**config.mk**
```make
export PLATFORM = sky130hd
export DESIGN_NAME = clk_prediv
export DESIGN_NICKNAME = d
export VERILOG_FILES = /design/src/rtl/clk_prediv_pkg.sv /design/src/rtl/clk_prediv_regs.sv /design/src/rtl/clk_prediv_prescale.sv /design/src/rtl/clk_prediv_stage.sv /design/src/rtl/clk_prediv.sv
export SDC_FILE = /design/constraint.sdc
export NUM_CORES = 1
export LEC_CHECK = 0
export BUFFER_PORTS_ARGS = -buffer_cell sky130_fd_sc_hd__buf_2
export CORE_ASPECT_RATIO = 0.9
export CORE_MARGIN = 8
export CORE_UTILIZATION = 55
export CTS_CLUSTER_DIAMETER = 200
export DETAILED_ROUTE_END_ITERATION = 8
export PLACE_DENSITY = 0.82
export SYNTH_ARGS = -nofsm -noshare
export SYNTH_HDL_FRONTEND = slang
export SYNTH_SLANG_ARGS = --single-unit
```
**constraint.sdc**
```tcl
create_clock -name clk -period 2.16 [get_ports clk]
set_input_delay 0.108 -clock clk [delete_from_list [all_inputs] [get_ports clk]]
set_output_delay 0.108 -clock clk [all_outputs]
set_load 0.1 [all_outputs]
```
**src/rtl/clk_prediv_pkg.sv**
```systemverilog
package clk_prediv_pkg;
  localparam int FACTOR_W = 15;
  localparam int L8K_W    = 13;

  typedef enum logic [1:0] {
    WA_SEL  = 2'd0,
    WA_LOW  = 2'd1,
    WA_HIGH = 2'd2
  } wr_addr_e;

  // terminal value (ratio-1) of the 8 kHz stage per frequency code
  function automatic logic [L8K_W-1:0] l8k_term(input logic [3:0] code);
    case (code)
      4'd1:    l8k_term = L8K_W'(192);
      4'd2:    l8k_term = L8K_W'(809);
      4'd3:    l8k_term = L8K_W'(2429);
      4'd4:    l8k_term = L8K_W'(3239);
      4'd5:    l8k_term = L8K_W'(4859);
      4'd6:    l8k_term = L8K_W'(255);
      default: l8k_term = '0;
    endcase
  endfunction
endpackage

```
**src/rtl/clk_prediv_regs.sv**
```systemverilog
module clk_prediv_regs
  import clk_prediv_pkg::*;
#(
  parameter int CHAN_ID = 6,
  parameter int SEL_W   = 4
) (
  input  logic                clk,
  input  logic                rst_n,
  input  logic                wr_en,
  input  logic [1:0]          wr_addr,
  input  logic [7:0]          wr_data,
  input  logic                commit_ok,
  output logic [FACTOR_W-1:0] factor
);
  localparam int HI_W = FACTOR_W - 8;

  logic [SEL_W-1:0]    sel_q, sel_d;
  logic [7:0]          lo_q, lo_d;
  logic [FACTOR_W-1:0] pend_q, pend_d, fac_q, fac_d;
  logic                arm_q, arm_d;
  logic                hit;

  assign hit = (sel_q == SEL_W'(CHAN_ID));

  always_comb begin
    sel_d  = sel_q;
    lo_d   = lo_q;
    pend_d = pend_q;
    arm_d  = arm_q;
    fac_d  = fac_q;
    if (arm_q && commit_ok) begin
      fac_d = pend_q;
      arm_d = 1'b0;
    end
    if (wr_en) begin
      case (wr_addr)
        WA_SEL:  sel_d = wr_data[SEL_W-1:0];
        WA_LOW:  if (hit) lo_d = wr_data;
        WA_HIGH: if (hit) begin
                   pend_d = {wr_data[HI_W-1:0], lo_q};
                   arm_d  = 1'b1;
                 end
        default: ;
      endcase
    end
  end

  always_ff @(posedge clk or negedge rst_n) begin
    if (!rst_n) begin
      sel_q  <= '0;
      lo_q   <= '0;
      pend_q <= '0;
      arm_q  <= 1'b0;
      fac_q  <= '0;
    end else begin
      sel_q  <= sel_d;
      lo_q   <= lo_d;
      pend_q <= pend_d;
      arm_q  <= arm_d;
      fac_q  <= fac_d;
    end
  end

  assign factor = fac_q;

  // the active factor moves only in a cycle where commit was allowed
  a_r6_commit_at_tc: assert property (@(posedge clk) disable iff (!rst_n)
    (fac_q != $past(fac_q)) |-> $past(commit_ok && arm_q));
endmodule

```
**src/rtl/clk_prediv_prescale.sv**
```systemverilog
module clk_prediv_prescale #(
  parameter bit PRESENT = 1'b1
) (
  input  logic       clk,
  input  logic       rst_n,
  input  logic [1:0] pre_sel,
  output logic       pulse
);
  generate
    if (PRESENT) begin : g_pre
      logic [2:0] cnt_q, cnt_d, term;
      logic       active;

      always_comb begin
        active = 1'b1;
        case (pre_sel)
          2'b01:   term = 3'd3;
          2'b10:   term = 3'd4;
          default: begin term = 3'd0; active = 1'b0; end
        endcase
        cnt_d = (!active || cnt_q >= term) ? 3'd0 : cnt_q + 3'd1;
      end

      always_ff @(posedge clk or negedge rst_n) begin
        if (!rst_n) cnt_q <= '0;
        else        cnt_q <= cnt_d;
      end

      assign pulse = !active || (cnt_q == term);

      // a dividing prescaler never pulses twice in a row
      a_r10_pre_gap: assert property (@(posedge clk) disable iff (!rst_n)
        (pulse && (pre_sel == 2'b01 || pre_sel == 2'b10) && $stable(pre_sel))
          |=> !(pulse && $stable(pre_sel)));
    end else begin : g_nopre
      logic unused_sel;
      assign unused_sel = ^pre_sel;
      assign pulse = 1'b1;
    end
  endgenerate
endmodule

```
**src/rtl/clk_prediv_stage.sv**
```systemverilog
module clk_prediv_stage #(
  parameter int W = 15
) (
  input  logic         clk,
  input  logic         rst_n,
  input  logic         en_in,
  input  logic         bypass,
  input  logic [W-1:0] term,
  output logic         tc,
  output logic         pulse_out
);
  logic [W-1:0] cnt_q, cnt_d;

  assign tc = en_in && (cnt_q >= term);

  always_comb begin
    cnt_d = cnt_q;
    if (bypass)     cnt_d = '0;
    else if (tc)    cnt_d = '0;
    else if (en_in) cnt_d = cnt_q + W'(1);
  end

  always_ff @(posedge clk or negedge rst_n) begin
    if (!rst_n) cnt_q <= '0;
    else        cnt_q <= cnt_d;
  end

  assign pulse_out = bypass ? en_in : tc;

  // after a terminal count the stage restarts from zero
  a_r3_restart: assert property (@(posedge clk) disable iff (!rst_n)
    (tc && !bypass) |=> (cnt_q == '0));
  // a stage with term >= 1 never pulses on consecutive cycles
  a_r10_stage_gap: assert property (@(posedge clk) disable iff (!rst_n)
    (pulse_out && !bypass && term != '0 && $stable(term)) |=> !(pulse_out && !bypass && $stable(term)));
endmodule

```
**src/rtl/clk_prediv.sv**
```systemverilog
module clk_prediv
  import clk_prediv_pkg::*;
#(
  parameter int CHAN_ID      = 6,
  parameter bit HAS_PRESCALE = 1'b1
) (
  input  logic       clk,
  input  logic       rst_n,
  input  logic       wr_en,
  input  logic [1:0] wr_addr,
  input  logic [7:0] wr_data,
  input  logic [1:0] pre_sel,
  input  logic       use_n,
  input  logic       use_8k,
  input  logic [3:0] freq_code,
  input  logic       lr_mode,
  input  logic       invert,
  input  logic       ref_lvl,
  output logic       div_en
);
  logic [FACTOR_W-1:0] factor;
  logic                p_pre, n_tc, p_n, l_tc, p_l;
  logic                commit_ok;
  logic                lvl_q, lvl_cur, edge_hit;
  logic                out_d, out_q;

  assign commit_ok = !use_n || n_tc;

  clk_prediv_regs #(.CHAN_ID(CHAN_ID)) u_regs (
    .clk(clk), .rst_n(rst_n), .wr_en(wr_en), .wr_addr(wr_addr),
    .wr_data(wr_data), .commit_ok(commit_ok), .factor(factor)
  );

  clk_prediv_prescale #(.PRESENT(HAS_PRESCALE)) u_pre (
    .clk(clk), .rst_n(rst_n), .pre_sel(pre_sel), .pulse(p_pre)
  );

  clk_prediv_stage #(.W(FACTOR_W)) u_nstage (
    .clk(clk), .rst_n(rst_n), .en_in(p_pre), .bypass(!use_n),
    .term(factor), .tc(n_tc), .pulse_out(p_n)
  );

  clk_prediv_stage #(.W(L8K_W)) u_l8k (
    .clk(clk), .rst_n(rst_n), .en_in(p_n), .bypass(!use_8k),
    .term(l8k_term(freq_code)), .tc(l_tc), .pulse_out(p_l)
  );

  assign lvl_cur  = ref_lvl ^ invert;
  assign edge_hit = lvl_cur && !lvl_q;
  assign out_d    = lr_mode ? edge_hit : p_l;

  always_ff @(posedge clk or negedge rst_n) begin
    if (!rst_n) begin
      lvl_q <= 1'b0;
      out_q <= 1'b0;
    end else begin
      lvl_q <= lvl_cur;
      out_q <= out_d;
    end
  end

  assign div_en = out_q;

  // output quiet while reset is held
  a_r1_reset_quiet: assert property (@(posedge clk) !rst_n |-> !div_en);
  // in low-rate mode a pulse follows a rising edge of the adjusted level
  a_r9_lr_edge: assert property (@(posedge clk) disable iff (!rst_n)
    ($past(lr_mode) && div_en) |-> $past(lvl_cur && !lvl_q));
  // a chained 8 kHz stage only fires on an N-stage pulse
  a_r8_chain: assert property (@(posedge clk) disable iff (!rst_n)
    (use_8k && l_tc) |-> p_n);
endmodule

```
; After elaboration in Yosys (flattened, before gate mapping)
; Index checks and enable logic that the tools add are counted.
[classes]
bitwise_logic = 1
eq_ne = 14
n_lt_le_gt_ge = 3
mux = 17
addsub = 3
n_reduce_logical = 15
[op_table]
columns = operator, count
row1 = 13-bit one-hot mux with 6 select lines, 1
row2 = 15-bit two-way mux, 3
row3 = 13-bit two-way mux, 3
row4 = "4-bit by 3-bit == test with 1-bit output, second input constant", 4
row5 = "15-bit by 1-bit adder with 15-bit output, second input constant", 1
row6 = 15-bit greater-or-equal comparator, 1
row7 = "13-bit by 1-bit adder with 13-bit output, second input constant", 1
row8 = 13-bit greater-or-equal comparator, 1
row9 = "4-bit by 2-bit == test with 1-bit output, second input constant", 2
row10 = 1-bit two-way mux, 8
row11 = "3-bit by 1-bit inequality test with 1-bit output, second input constant", 2
row12 = 3-bit one-hot mux with 2 select lines, 1
row13 = 3-bit AND reduction, 2
row14 = "2-bit by 1-bit == test with 1-bit output, second input constant", 2
row15 = "2-bit == test, second input constant", 2
row16 = "4-bit by 1-bit == test with 1-bit output, second input constant", 1
row17 = 1-bit logical AND, 4
row18 = "3-bit by 1-bit adder with 3-bit output, second input constant", 1
row19 = 3-bit == test, 1
row20 = 3-bit greater-or-equal comparator, 1
row21 = 1-bit zero test, 3
row22 = 1-bit logical OR, 3
row23 = 3-bit two-way mux, 1
row24 = 2-bit zero test, 1
row25 = other kinds (3), 3
[word_totals]
in_bits = 24
ff_bits = 76
word_cells = 63
out_inout_bits = 1

; Logic depth before layout (Yosys ltp)
; Gate-level depths: netlist (run 1).
[logic_depth]
word_depth = 12
depth_mapped = 12

; Modules after synthesis
; Synthesis (run 1) repeated with hierarchy kept, for this count alone.
[hier_totals]
cells_unflattened = 435
area_unflattened_um2 = 4565.6
[by_module_without_submodules]
columns = module, instances, cells_per_inst, area_each_um2
row1 = clk_prediv_regs, 1, 96, 1680.4
row2 = clk_prediv_stage at u_nstage, 1, 152, 1239.9
row3 = clk_prediv_stage at u_l8k, 1, 126, 1094.8
row4 = clk_prediv, 1, 38, 291.5
row5 = clk_prediv_prescale, 1, 23, 259.0

; Least setup slack after synthesis (run 1)
; OpenSTA, ideal clock, no wires.
[synth_path]
path_kind = in2reg
start = input freq_code[3]
end = register u_l8k.cnt_q[7]
t_arrival_ns = 2.222
cell_stages = 11
setup_ns = 0.077
slack_ns = -0.139
path_cell_list = nand2b_1 or3_1 o21a_1 ha_1 a21oi_1 nand2_1 a221o_1 a41oi_1 clkbuf_1 o2111ai_1 o21ai_1
[synth_via]
elab_chain_len = 6
word_cells_on_any_way = 12
classes_between = 1 x order compare / 7 x eq/ne / 3 x mux / 1 x reduce/logical
[synth_rtl]
columns = item, line
row1 = from (decl), clk_prediv.sv:15  ; input logic [3:0] freq_code,
row2 = "4-bit by 3-bit == test with 1-bit output, or another cell as far along", clk_prediv_pkg.sv:13  ; case (code)
row3 = 13-bit one-hot mux with 6 select lines (*), clk_prediv_pkg.sv:13
row4 = 13-bit greater-or-equal comparator (*), clk_prediv_stage.sv:14  ; assign tc = en_in && (cnt_q >= term);
row5 = 1-bit logical AND (*), clk_prediv_stage.sv:14
row6 = 13-bit two-way mux, clk_prediv_stage.sv:19  ; else if (tc) cnt_d = '0;
row7 = 13-bit two-way mux, clk_prediv_stage.sv:18  ; if (bypass) cnt_d = '0;
row8 = to (signal assigned), clk_prediv_stage.sv:25  ; else cnt_q <= cnt_d;
row9 = to (decl), clk_prediv_stage.sv:12  ; logic [W-1:0] cnt_q, cnt_d;
; Every way passes the cells marked *; elsewhere a longest branch is shown, timed or not.
; A chain may end at the register's enable or synchronous reset.

; Final worst setup path (run 1)
[layout_path]
start = register u_nstage.cnt_q[14]
end = register u_regs.fac_q[3] (netlist: u_regs.factor[3])
[layout_via]
elab_chain_len = 4
[layout_rtl]
columns = item, line
row1 = from (decl), clk_prediv_stage.sv:12
row2 = from (signal assigned), clk_prediv_stage.sv:25
row3 = 15-bit greater-or-equal comparator, clk_prediv_stage.sv:14
row4 = 1-bit logical AND, clk_prediv_stage.sv:14
row5 = 1-bit logical OR, clk_prediv.sv:27  ; assign commit_ok = !use_n || n_tc;
row6 = 1-bit logical AND, clk_prediv_regs.sv:31  ; if (arm_q && commit_ok) begin
row7 = to (signal assigned), clk_prediv_regs.sv:54  ; fac_q <= '0;
row8 = to (signal assigned), clk_prediv_regs.sv:60  ; fac_q <= fac_d;
row9 = to (decl), clk_prediv_regs.sv:19  ; logic [FACTOR_W-1:0] pend_q, pend_d, fac_q, fac_d;
; No other way between the ends.

==> results.txt, run 1 <==
* Final ANT Viol Nets: 0
* Mapped Nets: 460
- Share of cells above drive strength 1: a little under a third
- Setup repair after global routing could not meet its margin everywhere.
- Vias: roughly 3.4k
* Length of routed met3 wiring: around 540 µm
- Crit path arrival time: 2.44 ns
* Total power draw: about 3.7 mW
* Primary flip-flop cell chosen by synthesis mapping: sky130_fd_sc_hd__dfrtp_1
- Area of the multi-input gates: around 2300 µm²
- Worst setup SP type: flop
- The first global-routing pass estimated about 16,000 µm of wire.
- Part of the power in the clock network: a little under 30%
- GRT Util Overall: 19.1%
* Mux share of post-synthesis cell area: approximately 12%
* Post-Synthesis Cell Area: 4270 µm²
* Detailed-route vias per instance: slightly below 6
- Global-route congestion overflow total: 0
- After Yosys synthesis, full adders, half adders and majority gates account for between 10% and 20% of the synthesized area.
- Sequential share of the synthesized area: 44.5%
* Count of TritonRoute iterations in the first routing pass: 5
- Post-synthesis share of cell area spent on and, or, nand and nor gates: between 10% and 20%
* Final weighted congestion in routability-driven placement: approximately 0.86
- CTS buffer count: 9
- Number of antenna cells inserted: 0
- Seq pwr share: between 40 and 50%
* Switching power total: approximately 1.1 mW
- After clock tree synthesis, the clock-pin slew on the worst setup and hold paths is about 0.08 ns.
- Dpl hpwl: about 6400 µm
- The internal power of the cells totals 2.56 mW.
- The routed design could run at a clock period as short as 2.22 ns.
- Violation count after the first detailed-route iteration: around 170
* Number of distinct library cells after synthesis: 48
- The slowest stage of the critical path is the sky130_fd_sc_hd__dfrtp_1 cell.
- The synthesized netlist devotes 11.0% of its cell area to compound gates.
* # placed instances: 540
- Clock latency on the worst-skew pair, taken at its later pin, is 0.35 ns.
* Final Skew: ~0.011 ns
- The Yosys step of the flow raised 0 warnings.
- Sequential standard cell area: around 1900 µm²
* Maximum fanout along the worst path: 6
* Fraction of synthesis flops using an asynchronous set or reset pin: 100%
* Maximum level of the CTS H-tree: 3
- The most common cell in the synthesized netlist is sky130_fd_sc_hd__dfrtp_1.
- For this design the static power due to leakage is approximately 2.6 nW.
- Synthesis produced a netlist whose cell count is 400.
* Violated checks: negative setup slack
* Synth-to-Final Area Change: 23.6%
* Clock sink count: 76
* Largest family of logic cells by synthesized area: simple AND/OR/NAND/NOR gates
- The count of final max-slew check failures was 0.
- Outcome: finished, violations left
- Final cell count without fillers: 581
* Number of enable flip-flop cells after synthesis: 0
- Final hold violations: 0
- Core ar.: roughly 7500 µm²
- Sum of met2 wire segment lengths after detailed routing: around 5200 µm
- In this run switching power makes up a little under a third of total power.
- Total number of placement rows: 30
- The die is approximately 100 µm tall.
- Core Util, Final: between 60% and 70%
- In the final routing, the length of wire on met1 measures ~4500 µm.
* Power per standard cell area: roughly 700 nW/µm²
- For this run, the top clock speed supported by timing is roughly 0.45 GHz.
- The via count of the first global-routing pass is 3,479.
- Floorplan die width: 109 µm
- The worst setup path is of the flop to flop kind.
* Measured slew at the worst slew-check pin: roughly 0.93 ns
- In this run the deepest clock path goes through 2 buffers.
* Final setup violation count: 16
* Final worst path period share: 103%
- The average instance in the mapped netlist occupies around 11 µm².
* Number of fill cells in the layout: approximately 480
- STA classifies the critical path endpoint as a flop.
* Combinational cell fraction of total power: between 20% and 30%
- Cell breakdown of the critical path: ha_4 > nand4_1 > a2111oi_4 > a21o_1 > nand3_4 > buf_4 > mux2_1
* TritonCTS clock tree: built
- Largest net degree at the start of global routing: slightly below 80
* Worst rel slew slack: approximately two fifths
* Routed Wire Length: between 10,000 and 15,000 µm
* Initial core utilization: between 50% and 60%
* CTS root buffer: sky130_fd_sc_hd__clkbuf_8
- Place WS: -0.270 ns
* Uppermost routed layer: met4
* Top cells by instance count after synthesis: 76 x sky130_fd_sc_hd__dfrtp_1, 38 x sky130_fd_sc_hd__inv_1, 36 x sky130_fd_sc_hd__ha_1
- Least setup slack across all paths after layout: -0.0597 ns
- Maximum single-stage delay on the critical path: between 0.4 and 0.5 ns
- Data required time at the worst endpoint: ~2.4 ns
* Share of Yosys cell area claimed by the top area cell type: approximately 45%
- Remaining design rule violation count: 0
- Library cell occupying the most area in the post-synthesis netlist: sky130_fd_sc_hd__dfrtp_1
- Number of register bits inferred by synthesis: between 70 and 80
- Ranked by total cell area, the synthesized netlist is headed by sky130_fd_sc_hd__dfrtp_1 45%, sky130_fd_sc_hd__ha_1 11%, sky130_fd_sc_hd__mux2_2 7.9%, sky130_fd_sc_hd__mux2_4 3.5%, sky130_fd_sc_hd__inv_1 3.3%.
- The final layout contains 540 nets.
- After Yosys synthesis, XOR and XNOR cells account for ~2.9% of the synthesized area.
- After detailed routing, the average wire length per cell comes to 17.9 µm.
- Across the run, the number of max-cap violations was 0.
- The die covers about 11,000 µm².
* Class of the worst hold path: primary input to flop
* Antenna violations before repair: 0
- Max VDD drop: 0.502 mV
- Buffers placed on the I/O ports in this run total 24.
* Count of boundary I/O pins: 25
-- stage by stage --
| step | instance area [µm²] | hold WS, ns | TNS [ns] |
|---|---|---|---|
| floorplan | 4290 | -0.188 | 0 |
| global placement | 4690 | 0.304 | -1.96 |
| detailed placement | 4690 | 0.307 | -3.50 |
| CTS | 5080 | 0.00753 | 0 |
| global route | 5280 | 0.0124 | -2.44 |
| finish | 5280 | 0.0227 | -0.487 |
-- cells in the final DEF (no fill, tap or decap), drive strengths merged, types with 3 or more instances in the layout --
master	n
o221ai	4
a21o	9
nor2	27
o21ai	19
nand2b	7
xnor2	7
buf	70
a22o	4
dlygate4sd3	8
mux2	42
a21oi	10
clkbuf	13
and3	10
dfrtp	76
nor3	3
xor2	7
o21a	3
nand3	12
nor2b	7
nand4	8
ha	36
nand2	29
o2111ai	6
inv	38
-- power by group through the flow --
stage | combinational (mW) | clock [mW] | sequential [mW]
5_1_grt | 0.987 | 1.16 | 1.69
4_1_cts | 0.810 | 1.10 | 1.67
3_5_place_dp | 0.755 | 0 | 1.70
2_1_floorplan | 0.468 | 0 | 1.69
6_report | 0.907 | 1.09 | 1.68
3_3_place_gp | 0.723 | 0 | 1.68
-- metal layers --
layer	global-route usage [%]	vias up
li1	-	1584
met1	24.2	1672
met2	30.9	108
met3	4.85	21
met4	6.41	0
met5	0	-
-- worst max-delay path: cells and delay by family (launching register included) --
| kind | cells | cell delay [ns] |
|---|---|---|
| buffers and inverters | 1 | 0.17 |
| flip-flops | 1 | 0.43 |
| multiplexers | 1 | 0.31 |
| AO/OA/AOI/OAI | 2 | 0.52 |
| AND/OR/NAND/NOR | 2 | 0.37 |
| adder cells (fa/ha/maj) | 1 | 0.29 |
-- logic make-up (layout without fill, tap and decap cells) --
family | after synthesis | in the layout
and+or+nand+nor | 116 | 116
DFF | 76 | 76
AOI/OAI and AO/OA | 67 | 67
buffers and inverters | 47 | 132
muxes | 44 | 44
adders and majority gates | 36 | 36
xor gates and xnor gates | 14 | 14
-- registers in the layout, indices dropped and copies added (netlist names) --
signal	count
u_nstage.cnt_q	15
u_regs.factor	15
u_regs.pend_q	15
u_l8k.cnt_q	13
u_regs.lo_q	8
u_regs.sel_q	4
u_pre.g_pre.cnt_q	3
div_en	1
lvl_q	1
u_regs.arm_q	1
-- layout make-up --
type | instances | area share (%)
Clock buffer | 13 | 2.82
Inverter | 38 | 2.70
Sequential cell | 76 | 36.1
Timing Repair Buffer | 78 | 10.9
Tap cell | 96 | 2.28
Clock inverter | 3 | 0.877
Multi-Input combinational cell | 277 | 44.4
-- final timing paths --
check                                     startpoint                   end  slack, ns  cells after the start
max in group asynchronous                      rst_n        u_l8k.cnt_q[6]       1.07                      2
worst max-delay path              u_nstage.cnt_q[14]      u_regs.factor[3]      -0.06                      7
min in group asynchronous                      rst_n      u_regs.pend_q[4]       0.44                      2
worst min-delay path                      wr_data[2]        u_regs.lo_q[2]       0.02                      2
worst min register to register  u_pre.g_pre.cnt_q[0]  u_pre.g_pre.cnt_q[0]       0.47                      1
worst max register to register    u_nstage.cnt_q[14]      u_regs.factor[3]      -0.06                      7
-- timing repair --
item | 4_1_cts | 5_1_grt
buffers inserted | 9 | 7
gates resized for setup | 8 | 26
pin swaps | 2 | 6
cloned | 0 | 1
hold endpoints to repair | 84 | 0
hold buffers | 8 | 0
setup endpoints to repair | 32 | 34
No activity file was read; power rests on OpenSTA's default activity.
==> inputs of run 2 (changes only) <==
--- a/config.mk
+++ b/config.mk
@@ -11,6 +11,7 @@
 export CORE_UTILIZATION = 55
 export CTS_CLUSTER_DIAMETER = 200
 export DETAILED_ROUTE_END_ITERATION = 8
+export HOLD_SLACK_MARGIN = 0.08
 export PLACE_DENSITY = 0.82
 export SYNTH_ARGS = -nofsm -noshare
 export SYNTH_HDL_FRONTEND = slang
==> results.txt, run 2 (synthesis results as in run 1) <==
* TritonCTS clock tree: built (unchanged)
* Data required time at the worst endpoint: 2.38 ns (about the same)
- The max-capacitance violation count came to 0 (unchanged).
- Worst min-delay path startpoint: use_n (was wr_data[2])
- The count of final max-slew check failures was 0 (unchanged).
* Number of antenna cells inserted: 0 (unchanged)
- The horizontal die dimension was 109 µm (unchanged).
- The setup clock skew after layout came to 0.0118 ns (was 0.0109 ns).
- Top library cells by usage in the layout, fill and taps aside: 75 x sky130_fd_sc_hd__dfrtp_1, 42 x sky130_fd_sc_hd__buf_4, 35 x sky130_fd_sc_hd__inv_1 (unchanged).
- The highest clock frequency the design can meet came to 0.450 GHz (was 0.451 GHz).
- The placed instance area is 4690 µm² (unchanged).
- The reg-to-reg critical path startpoint is u_nstage.cnt_q[14] (unchanged).
- The number of fill cells was 472 (was 478).
- Max VDD drop: 0.508 mV (was 0.502 mV)
- The depth of the CTS H-tree was 3 (unchanged).
* Share of cells above drive strength 1: 31.2% (was 31.5%)
- Time the worst path needs with I/O delays and setup: 2.22 ns (about the same)
* Final hold violations: 0 (unchanged)
- The pin count of the biggest net entering global routing was 77 (unchanged).
- The total global routing overflow is 0 (unchanged).
- Violated checks: negative setup slack (unchanged)
- The worst hold path cell count is 3 (was 2).
- The average routed wire per standard cell came to 17.9 µm (about the same).
* Worst setup SP type: flop (unchanged)
* Port Buf Inserts: 24 (unchanged)
- Least setup slack across all paths after layout: -0.0607 ns (was -0.0597 ns)
* Via count of the first global-routing pass: 3,491 (was 3,479)
* Sink of the worst hold path: u_nstage.cnt_q[1] (was u_regs.lo_q[2])
- The number of antenna violations at the first check in global routing was 0 (unchanged).
* Routed Wire Length: 10,500 µm (was 10,400 µm)
* Remaining design rule violation count: 0 (unchanged)
- Initial core utilization: 56.6% (unchanged)
* Sort of element at the end of the critical path: flop (unchanged)
- Most frequent standard cell in the layout excluding fill and tap cells: sky130_fd_sc_hd__dfrtp_1 (unchanged)
* Dpl hpwl: 6450 µm (unchanged)
* R2R setup slack: -0.06 ns (about the same)
- The violation count after the first detailed-route iteration is 171 (was 174).
- Setup repair after global routing missed its margin: true (unchanged)
* Length in cells of the worst reg-to-reg path: 7 (unchanged)
* Count of boundary I/O pins: 25 (unchanged)
- The core area was 7540 µm² (unchanged).
- Power per standard cell area: 690 nW/µm² (was 695 nW/µm²)
* Measured slew at the worst slew-check pin: 0.928 ns (was 0.929 ns)
- The total clock sinks is 76 (unchanged).
- Final ANT Viol Nets: 0 (unchanged)
* Vias: 3,396 (was 3,385)
* Maximum fanout along the worst path: 6 (unchanged)
* Clk Latency, worst-skew pair: 0.35 ns (about the same)
- The type of the worst setup path is flop to flop (unchanged).
- Synth-to-Final Area Change: 24.8% (was 23.6%)
* Final non-filler cell area: 5330 µm² (was 5280 µm²)
- Nets: 545 (was 540)
* Worst rel slew slack: 38.2% (was 38.1%)
- The final critical-path share of the clock period is 103% (about the same).
* CTS root buffer: sky130_fd_sc_hd__clkbuf_8 (unchanged)
- Die area: 10,800 µm² (unchanged)
- Total number of placement rows: 30 (unchanged)
- The setup-violating endpoint count in the final report is 17 (was 16).
* Die height: 99.6 µm (unchanged)
* Count of TritonRoute iterations in the first routing pass: 5 (unchanged)
- Detailed-route vias per instance: 5.80 (was 5.83)
* Number of buffers on the longest clock path: 2 (unchanged)
- The register clock-pin slew on the reported worst setup and hold paths came to 0.08 ns (about the same).
- Static leakage: 2.57 nW (was 2.55 nW)
- The launching element of the worst setup path was u_nstage.cnt_q[14] (unchanged).
- Endpoint of the lowest-slack register-to-register path: u_regs.factor[3] (unchanged)
* GRT Util Overall: 19.1% (about the same)
- CTS buffer count: 9 (unchanged)
- The arrival time reported for the critical path endpoint is 2.44 ns (about the same).
- The final weighted congestion of routability-driven global placement came to 0.858 (unchanged).
- First-pass GRT wire length: 16,500 µm (about the same)
- Outcome: finished, violations left (unchanged).
* Worst hold slack: 0.151 ns (was 0.0227 ns)
* Class of the worst hold path: primary input to flop (unchanged)
==> run 2: cell count changes in the layout (fill, tap and decap cells not counted) <==
cell,delta
sky130_fd_sc_hd__dlygate4sd3_1,+5
==> run 2: per-layer routing <==
metal	up-vias	routed length (µm)	global-route usage, %
met3	23	490	4.91
met5	-	0	0
met1	1682	4490	24.2
met4	0	250	6.31
li1	1593	-	-
met2	98	5260	31.0
==> run 2: worst max path at each step <==
| stage | to | slack [ns] | depth (start not counted) |
|---|---|---|---|
| floorplan | u_l8k.cnt_q[11] | 0.005 | 11 |
| global placement | u_l8k.cnt_q[12] | -0.19 | 11 |
| detailed placement | u_l8k.cnt_q[11] | -0.27 | 11 |
| CTS | u_regs.factor[4] | 0.0009 | 9 |
| global route | u_regs.factor[3] | -0.13 | 9 |
| finish | u_regs.factor[3] | -0.06 | 7 |
==> run 2: where the power goes <==
part           total (mW)  switching (mW)  internal, mW
clock                1.09           0.518         0.569
combinational       0.915           0.493         0.422
sequential           1.68           0.104          1.57
==> run 2: cell type report <==
cell class / count / area (µm²) / share of cell area (%)
Timing Repair Buffer: 83 / 626 / 11.7
Inverter: 38 / 143 / 2.68
Tap cell: 96 / 120 / 2.25
Sequential cell: 76 / 1900 / 35.7
Multi-Input combinational cell: 277 / 2340 / 44.0
Clock buffer: 13 / 149 / 2.79
Clock inverter: 3 / 46.3 / 0.869
==> run 2: timing repair <==
action                     CTS  global route
hold buffers                13             0
pin swaps                    2             6
hold endpoints to repair    98             0
gates resized for setup      8            26
setup buffers                9             7
setup endpoints to repair   32            34
gates cloned                 0             1
==> run 2: per-stage QoR <==
stage	power [mW]	instances	setup WS (ns)	utilization, %	TNS (ns)
floorplan	2.16	400	0.00460	-	0
global placement	2.41	540	-0.188	62.1	-1.96
detailed placement	2.45	540	-0.270	62.1	-3.50
CTS	3.59	578	0.000938	68.0	0
global route	3.85	586	-0.134	70.6	-2.44
finish	3.68	586	-0.0607	70.6	-0.488
==> run 2: worst max-delay path, stage by stage, from the launching register on <==
cell	delay, ns
sky130_fd_sc_hd__dfrtp_1	0.43
sky130_fd_sc_hd__ha_4	0.29
sky130_fd_sc_hd__nand4_1	0.22
sky130_fd_sc_hd__a2111oi_4	0.29
sky130_fd_sc_hd__a21o_1	0.23
sky130_fd_sc_hd__nand3_4	0.14
sky130_fd_sc_hd__buf_4	0.17
sky130_fd_sc_hd__mux2_1	0.31
